File: src/rtl/dec_pkg.sv
// Package: shared types for the paired-channel edge capture block.
// Assumes an 8-bit control register and a 3-bit register address.
package dec_pkg;

    typedef enum logic [2:0] {
        RA_CTRL  = 3'd0,
        RA_FLAGS = 3'd1,
        RA_CAPA  = 3'd2,
        RA_CAPB  = 3'd3,
        RA_CNT   = 3'd4
    } reg_addr_e;

    typedef enum logic [1:0] {
        ES_OFF  = 2'b00,
        ES_RISE = 2'b01,
        ES_FALL = 2'b10,
        ES_BOTH = 2'b11
    } edge_sel_e;

    typedef struct packed {
        logic [1:0] sel_b;
        logic [1:0] sel_a;
        logic       spare;
        logic       cont;
        logic       arm;
        logic       en;
    } ctrl_t;

    // Returns 1 when the detected edge matches the select code.
    function automatic logic sel_match(input logic [1:0] sel, input logic rise, input logic fall);
        case (sel)
            ES_RISE: return rise;
            ES_FALL: return fall;
            ES_BOTH: return rise | fall;
            default: return 1'b0;
        endcase
    endfunction

endpackage

File: src/rtl/dec_sync_edge.sv
// Synchroniser and edge detector.
// Passes the asynchronous input through STAGES flops, then flags a
// one-cycle rise or fall pulse on the synchronised value.
// Assumes STAGES >= 2.
module dec_sync_edge #(
    parameter int STAGES = 2
) (
    input  logic clk,
    input  logic rst_n,
    input  logic async_in,
    output logic rise,
    output logic fall
);
    logic [STAGES-1:0] chain;
    logic              last_q;

    // First synchroniser stage samples the raw input.
    always_ff @(posedge clk) begin
        if (!rst_n) chain[0] <= 1'b0;
        else        chain[0] <= async_in;
    end

    genvar gi;
    generate
        for (gi = 1; gi < STAGES; gi++) begin : g_stage
            // Each later stage copies the one before it.
            always_ff @(posedge clk) begin
                if (!rst_n) chain[gi] <= 1'b0;
                else        chain[gi] <= chain[gi-1];
            end
        end
    endgenerate

    // Hold the previous synchronised value for edge comparison.
    always_ff @(posedge clk) begin
        if (!rst_n) last_q <= 1'b0;
        else        last_q <= chain[STAGES-1];
    end

    assign rise =  chain[STAGES-1] & ~last_q;
    assign fall = ~chain[STAGES-1] &  last_q;
endmodule

File: src/rtl/dec_counter.sv
// Free-running timebase counter. It wraps modulo 2**W and has no enable.
module dec_counter #(
    parameter int W = 16
) (
    input  logic         clk,
    input  logic         rst_n,
    output logic [W-1:0] count
);
    // Advance by one each cycle.
    always_ff @(posedge clk) begin
        if (!rst_n) count <= '0;
        else        count <= count + 1'b1;
    end
endmodule

File: src/rtl/dec_capture.sv
// Capture sequencer for the channel pair.
// A first-channel match while idle stores the counter into cap_a and
// starts a measurement. A second-channel match during a measurement
// stores cap_b and ends it. Losing enable or arm drops the measurement.
// In single mode, arm_clr pulses when a pair completes.
module dec_capture #(
    parameter int W = 16
) (
    input  logic         clk,
    input  logic         rst_n,
    input  logic         mode_en,
    input  logic         arm,
    input  logic         cont,
    input  logic [1:0]   sel_a,
    input  logic [1:0]   sel_b,
    input  logic         rise,
    input  logic         fall,
    input  logic [W-1:0] count,
    output logic         hit_a,
    output logic         hit_b,
    output logic         waiting,
    output logic         arm_clr,
    output logic [W-1:0] cap_a,
    output logic [W-1:0] cap_b
);
    import dec_pkg::*;

    logic active;

    // Decide which channel, if either, captures this cycle.
    always_comb begin
        active  = mode_en & arm;
        hit_a   = active & ~waiting & sel_match(sel_a, rise, fall);
        hit_b   = active &  waiting & sel_match(sel_b, rise, fall);
        arm_clr = hit_b & ~cont;
    end

    // Step the measurement state and latch the counter into the captures.
    always_ff @(posedge clk) begin
        if (!rst_n) begin
            waiting <= 1'b0;
            cap_a   <= '0;
            cap_b   <= '0;
        end else if (!active) begin
            waiting <= 1'b0;
        end else if (hit_a) begin
            cap_a   <= count;
            waiting <= 1'b1;
        end else if (hit_b) begin
            cap_b   <= count;
            waiting <= 1'b0;
        end
    end
endmodule

File: src/rtl/dec_coherent_rd.sv
// Read path with pair coherency.
// Reading the first capture copies the second capture into a shadow and
// marks it pending. A read of the second capture returns the shadow while
// it is pending, and clears the pending mark. rd_data is combinational.
module dec_coherent_rd #(
    parameter int W = 16
) (
    input  logic         clk,
    input  logic         rst_n,
    input  logic         rd_en,
    input  logic [2:0]   rd_addr,
    input  logic [7:0]   ctrl,
    input  logic [1:0]   flags,
    input  logic [W-1:0] cap_a,
    input  logic [W-1:0] cap_b,
    input  logic [W-1:0] count,
    output logic [W-1:0] rd_data,
    output logic [W-1:0] shadow,
    output logic         pend
);
    import dec_pkg::*;

    // Take a snapshot on a first-capture read; release it on a second-capture read.
    always_ff @(posedge clk) begin
        if (!rst_n) begin
            shadow <= '0;
            pend   <= 1'b0;
        end else if (rd_en && rd_addr == RA_CAPA) begin
            shadow <= cap_b;
            pend   <= 1'b1;
        end else if (rd_en && rd_addr == RA_CAPB) begin
            pend   <= 1'b0;
        end
    end

    // Select the register named by the read address.
    always_comb begin
        case (rd_addr)
            RA_CTRL:  rd_data = {{(W-8){1'b0}}, ctrl};
            RA_FLAGS: rd_data = {{(W-2){1'b0}}, flags};
            RA_CAPA:  rd_data = cap_a;
            RA_CAPB:  rd_data = pend ? shadow : cap_b;
            RA_CNT:   rd_data = count;
            default:  rd_data = '0;
        endcase
    end
endmodule

File: src/rtl/dec_pair.sv
// Top level: paired-channel edge interval capture.
// Holds the control and flag registers and connects the synchroniser,
// the counter, the capture sequencer and the coherent read path.
// Assumes CNT_W >= 8 and SYNC_STAGES >= 2.
module dec_pair #(
    parameter int CNT_W       = 16,
    parameter int SYNC_STAGES = 2
) (
    input  logic             clk,
    input  logic             rst_n,
    input  logic             sig_in,
    input  logic             wr_en,
    input  logic [2:0]       wr_addr,
    input  logic [7:0]       wr_data,
    input  logic             rd_en,
    input  logic [2:0]       rd_addr,
    output logic [CNT_W-1:0] rd_data
);
    import dec_pkg::*;

    ctrl_t            ctrl_q;
    logic [1:0]       flags_q;
    logic             rise, fall;
    logic [CNT_W-1:0] count, cap_a, cap_b, shadow;
    logic             hit_a, hit_b, waiting, arm_clr, pend;
    logic             mode_en, arm_bit, cont_bit;
    logic             wr_ctrl, wr_flags;

    assign mode_en  = ctrl_q.en;
    assign arm_bit  = ctrl_q.arm;
    assign cont_bit = ctrl_q.cont;
    assign wr_ctrl  = wr_en && wr_addr == RA_CTRL;
    assign wr_flags = wr_en && wr_addr == RA_FLAGS;

    dec_sync_edge #(.STAGES(SYNC_STAGES)) u_sync (
        .clk(clk), .rst_n(rst_n), .async_in(sig_in), .rise(rise), .fall(fall)
    );

    dec_counter #(.W(CNT_W)) u_cnt (
        .clk(clk), .rst_n(rst_n), .count(count)
    );

    dec_capture #(.W(CNT_W)) u_cap (
        .clk(clk), .rst_n(rst_n), .mode_en(mode_en), .arm(arm_bit),
        .cont(cont_bit), .sel_a(ctrl_q.sel_a), .sel_b(ctrl_q.sel_b),
        .rise(rise), .fall(fall), .count(count), .hit_a(hit_a),
        .hit_b(hit_b), .waiting(waiting), .arm_clr(arm_clr),
        .cap_a(cap_a), .cap_b(cap_b)
    );

    dec_coherent_rd #(.W(CNT_W)) u_rd (
        .clk(clk), .rst_n(rst_n), .rd_en(rd_en), .rd_addr(rd_addr),
        .ctrl(ctrl_q), .flags(flags_q), .cap_a(cap_a), .cap_b(cap_b),
        .count(count), .rd_data(rd_data), .shadow(shadow), .pend(pend)
    );

    // Control register: a software write wins; otherwise a completed single pair disarms.
    always_ff @(posedge clk) begin
        if (!rst_n)        ctrl_q <= '0;
        else if (wr_ctrl)  ctrl_q <= ctrl_t'(wr_data);
        else if (arm_clr)  ctrl_q.arm <= 1'b0;
    end

    // Flags: write 1 to clear; a capture in the same cycle sets the flag regardless.
    always_ff @(posedge clk) begin
        if (!rst_n) begin
            flags_q <= 2'b00;
        end else begin
            flags_q[0] <= hit_a | (flags_q[0] & ~(wr_flags & wr_data[0]));
            flags_q[1] <= hit_b | (flags_q[1] & ~(wr_flags & wr_data[1]));
        end
    end
endmodule

File: config.mk
export PLATFORM = sky130hd
export DESIGN_NAME = dec_pair
export DESIGN_NICKNAME = d
export VERILOG_FILES = /design/src/rtl/dec_pkg.sv /design/src/rtl/dec_sync_edge.sv /design/src/rtl/dec_counter.sv /design/src/rtl/dec_capture.sv /design/src/rtl/dec_coherent_rd.sv /design/src/rtl/dec_pair.sv
export SDC_FILE = /design/constraint.sdc
export NUM_CORES = 1
export LEC_CHECK = 0
export BUFFER_PORTS_ARGS = -buffer_cell sky130_fd_sc_hd__buf_2
export CAP_MARGIN = 20
export CORE_UTILIZATION = 45
export DETAILED_ROUTE_END_ITERATION = 8
export PLACE_DENSITY_LB_ADDON = 0.08
export SLEW_MARGIN = 30
export SYNTH_ARGS = -nofsm -noshare
export SYNTH_HDL_FRONTEND = slang
export SYNTH_SLANG_ARGS = --single-unit
File: constraint.sdc
create_clock -name clk -period 2.03 [get_ports clk]
set_input_delay 0.203 -clock clk [delete_from_list [all_inputs] [get_ports clk]]
set_output_delay 0.203 -clock clk [all_outputs]
set_load 0.005 [all_outputs]
==> results.yml <==
setup_path:
  worstPathRequired_ns: 1.83
  worst-path-buf-inv: 2
  critical_path.max_fanout: 9
  cp_common_cell: "o21ai_0"
  worst_setup_path_end_kind: "output port"
  cp-start-kind: "flop"
  slowest_delay_ns: 0.43
  crit_family: "flip-flops"
  arrival_ns: 1.64
  worstSetupPathType: "flop to output port"
  worstPathCellList: "buf_6, mux2i_1, nand2_1, o21ai_0, o21ai_0, buf_2"
  crit_path_top_delay_cell: "dfxtp_1"
drt:
  drtIter0Drc: 136
  wirelength_microns: 8514
  wl_per_cell_microns: 14.86
  vias: 2991
  m1WireLength_microns: 4501
  wl_met3_microns: 372
  remaining_drc_errors: 0
  drt-pass1-iter-count: 4
  ant_nets: 0
  via_per_inst: 5.220
  dr_wl_met2_microns: 3539
  top_layer_used: "met4"
placed_design:
  gp_congestion: 0.8076
  dpl.cell_count: 557
  dp_hpwl_microns: 5998
  io_buffers: 34
  pre_cts_ws_ns: 0.2743
finish:
  finalNetCount: 488
  fin_util: 0.5308
  area_delta_synth_final_pct: 13.15
  diodes: 0
  layout-drive-gt1-share: 0.1444
  fin_cells: 573
  fillers: 745
clock_network:
  post-cts-setup-buffers: 0
  cts_hold_buf: 0
  numCtsBuffers: 9
  clkLatencyLatePin_ns: 0.35
  cts_tree: "built"
  root_buffer: "clkbuf_8"
  clock_tree.buffer_depth: 2
  path_clk_slew_ns: 0.08
  cts_sinks: 79
  htreeDepth: 3
  ctsResizeCount: 0
run:
  max_cap_violations: 0
sta:
  finalCritPeriodShare: 0.9065
  hold_viol: 0
  finalSetupViolations: 0
  slew_headroom: 0.3678
  rsz0062_at_grt: "false"
  post-route-min-period_ns: 1.840
  fin_skew_ns: 0.01392
  worstMarginPinSlew_ns: 0.9411
  fmax_mhz: 543.4
  slew_violations: 0
  fin_ws_ns: 0.1898
  finalSetupTns_ns: 0
synth:
  yosysSeqAreaShare: 0.4318
  synth_seq_cells: 79
  ys_types: 41
  syn_inst: 437
  synth_fp_nets: 459
  synth_area_per_cell_sq_um: 8.380
  ys_warn_count: 0
  netlist_area_sq_mm: 0.003662
global_routing:
  grt_usage: 0.2117
  antenna_found_initial: 0
  grt_pass1_vias: 2737
  grt_pass1_wl_microns: 14120
  grt_max_degree: 37
  grt-ovfl-total: 0
power:
  intPower_mw: 2.204
  p_comb_frac: 0.057
  power_leakage_nw: 1.492
  vdd_drop_max_uv: 434.5
  powerDensity_mw_per_mm2: 709.6
  clock_power_share: 0.407
  power.switching_mw: 0.7366
  swShare: 0.2505
  seqPwrFrac: 0.536
floorplan:
  dieWidth_microns: 92.21
  io_pins: 35
  rows: 32
  initial_core_util: 0.4691
  die_area_sq_mm: 0.008503
  dieHeight_microns: 92.21
  core_sq_mm: 0.007807
min_path:
  hp-class: "input pin to flop"
status:
  outcome: "complete, no violations"
==> kinds of logic (layout without fill, tap and decap cells) <==
group | Yosys count | in the layout | synth area share
DFF | 79 | 79 | 0.4318
AOI/OAI and AO/OA | 90 | 90 | 0.1544
buffers and inverters | 34 | 68 | 0.04612
and+or+nand+nor | 181 | 181 | 0.2231
xor gates and xnor gates | 8 | 8 | 0.01913
muxes | 42 | 42 | 0.1151
adders and majority gates | 3 | 3 | 0.01025
==> worst paths after layout <==
check	end	slack, ns	from	cells past startpoint
setup / recovery	rd_data[12]	0.19	u_rd.pend$_SDFFE_PN0P_	6
hold / removal	u_sync.chain[0]$_SDFF_PN0_	0.06	sig_in	2
setup reg to reg	u_cap.cap_a[7]$_SDFFE_PN0P_	0.23	u_sync.last_q$_SDFF_PN0_	7
hold reg to reg	u_sync.chain[1]$_SDFF_PN0_	0.44	u_sync.chain[0]$_SDFF_PN0_	1
==> routing by layer <==
layer / up-vias / global-route usage
met2: 66 / 0.3041
met3: 7 / 0.03151
li1: 1559 / -
met5: - / 0
met1: 1359 / 0.3199
met4: 0 / 0.06901
==> layout make-up <==
type                       count  area (sq um)  area share
clock buffer                   9         123.9     0.02989
clock inverter                 7         80.08     0.01932
inverter                       4         15.01    0.003623
multi-input combinational    324          1924      0.4644
sequential                    79          1582      0.3816
tap                          102         127.6     0.03080
timing repair buffer          48         291.5     0.07035
==> cells in the final DEF, fill, tap and decap left out, types with 4 or more instances in the layout <==
cell,n
nand2_1,105
dfxtp_1,79
mux2i_1,41
buf_2,34
nand3_1,24
o21ai_0,20
a21boi_0,20
o21ai_1,17
and2_1,12
buf_4,12
nor2_1,10
a21oi_1,9
clkbuf_8,9
o22ai_1,7
nand2b_1,6
a21boi_1,6
inv_1,4
nor3_1,4
nor2b_1,4
xnor2_1,4
xor2_1,4
==> power groups by stage <==
stage | clock, mW | sequential (mW) | combinational, mW
after CTS | 1.22 | 1.58 | 0.167
after floorplan | 0 | 1.61 | 0.107
after detailed placement | 0 | 1.61 | 0.167
after global routing | 1.29 | 1.58 | 0.185
final | 1.20 | 1.58 | 0.168
after global placement | 0 | 1.61 | 0.166
==> metrics by stage <==
step           hold WS, ns  cell area, sq um  power (mW)
2_1_floorplan       0.3260              3662       1.713
6_report           0.06095              4144       2.940
3_3_place_gp        0.4172              3936       1.779
5_1_grt            0.05114              4144       3.058
3_5_place_dp        0.4148              3936       1.780
4_1_cts            0.05245              4140       2.965
==> synthesized netlist by cell type <==
cell,count,area [sq um]
nor2_1,10,37.54
nor2_2,1,6.260
buf_6,1,11.26
o22ai_1,7,43.79
o21a_1,2,15.01
mux2i_1,41,410.4
nor3_1,4,20.02
and2_1,12,75.07
a31oi_1,3,18.77
a21bo_2,1,10.01
nor3b_1,3,22.52
buf_1,1,3.750
nand2_1,105,394.1
buf_12,1,20.02
nor4_1,2,12.51
clkbuf_1,17,63.81
or3_1,1,6.260
mux2_2,1,11.26
a2111oi_2,1,15.01
nand3_1,24,120.1
and3_1,2,12.51
nor2b_1,4,25.02
a311o_1,1,10.01
nand2b_1,6,37.54
o21ai_0,20,100.1
or2_1,1,6.260
nand3b_1,3,22.52
dfxtp_1,79,1582
a21boi_0,20,150.1
buf_4,2,15.01
a21oi_1,9,45.04
xnor2_1,4,35.03
a21boi_1,6,45.04
buf_2,8,40.04
inv_1,4,15.01
o21ai_1,17,85.08
nand4_1,3,18.77
xor2_1,4,35.03
a41o_1,1,10.01
o2111ai_1,2,17.52
ha_1,3,37.54
==> flip-flops by register name, indices dropped and copies added, names as in the netlist <==
name / count
u_cnt.count: 16
ctrl_q: 5
u_cap.cap_a: 16
u_cap.cap_b: 16
u_cap.waiting: 1
mode_en: 1
u_sync.chain: 2
u_rd.shadow: 16
u_rd.pend: 1
arm_bit: 1
flags_q: 2
u_sync.last_q: 1
cont_bit: 1
(Power assumes the default switching activity.)
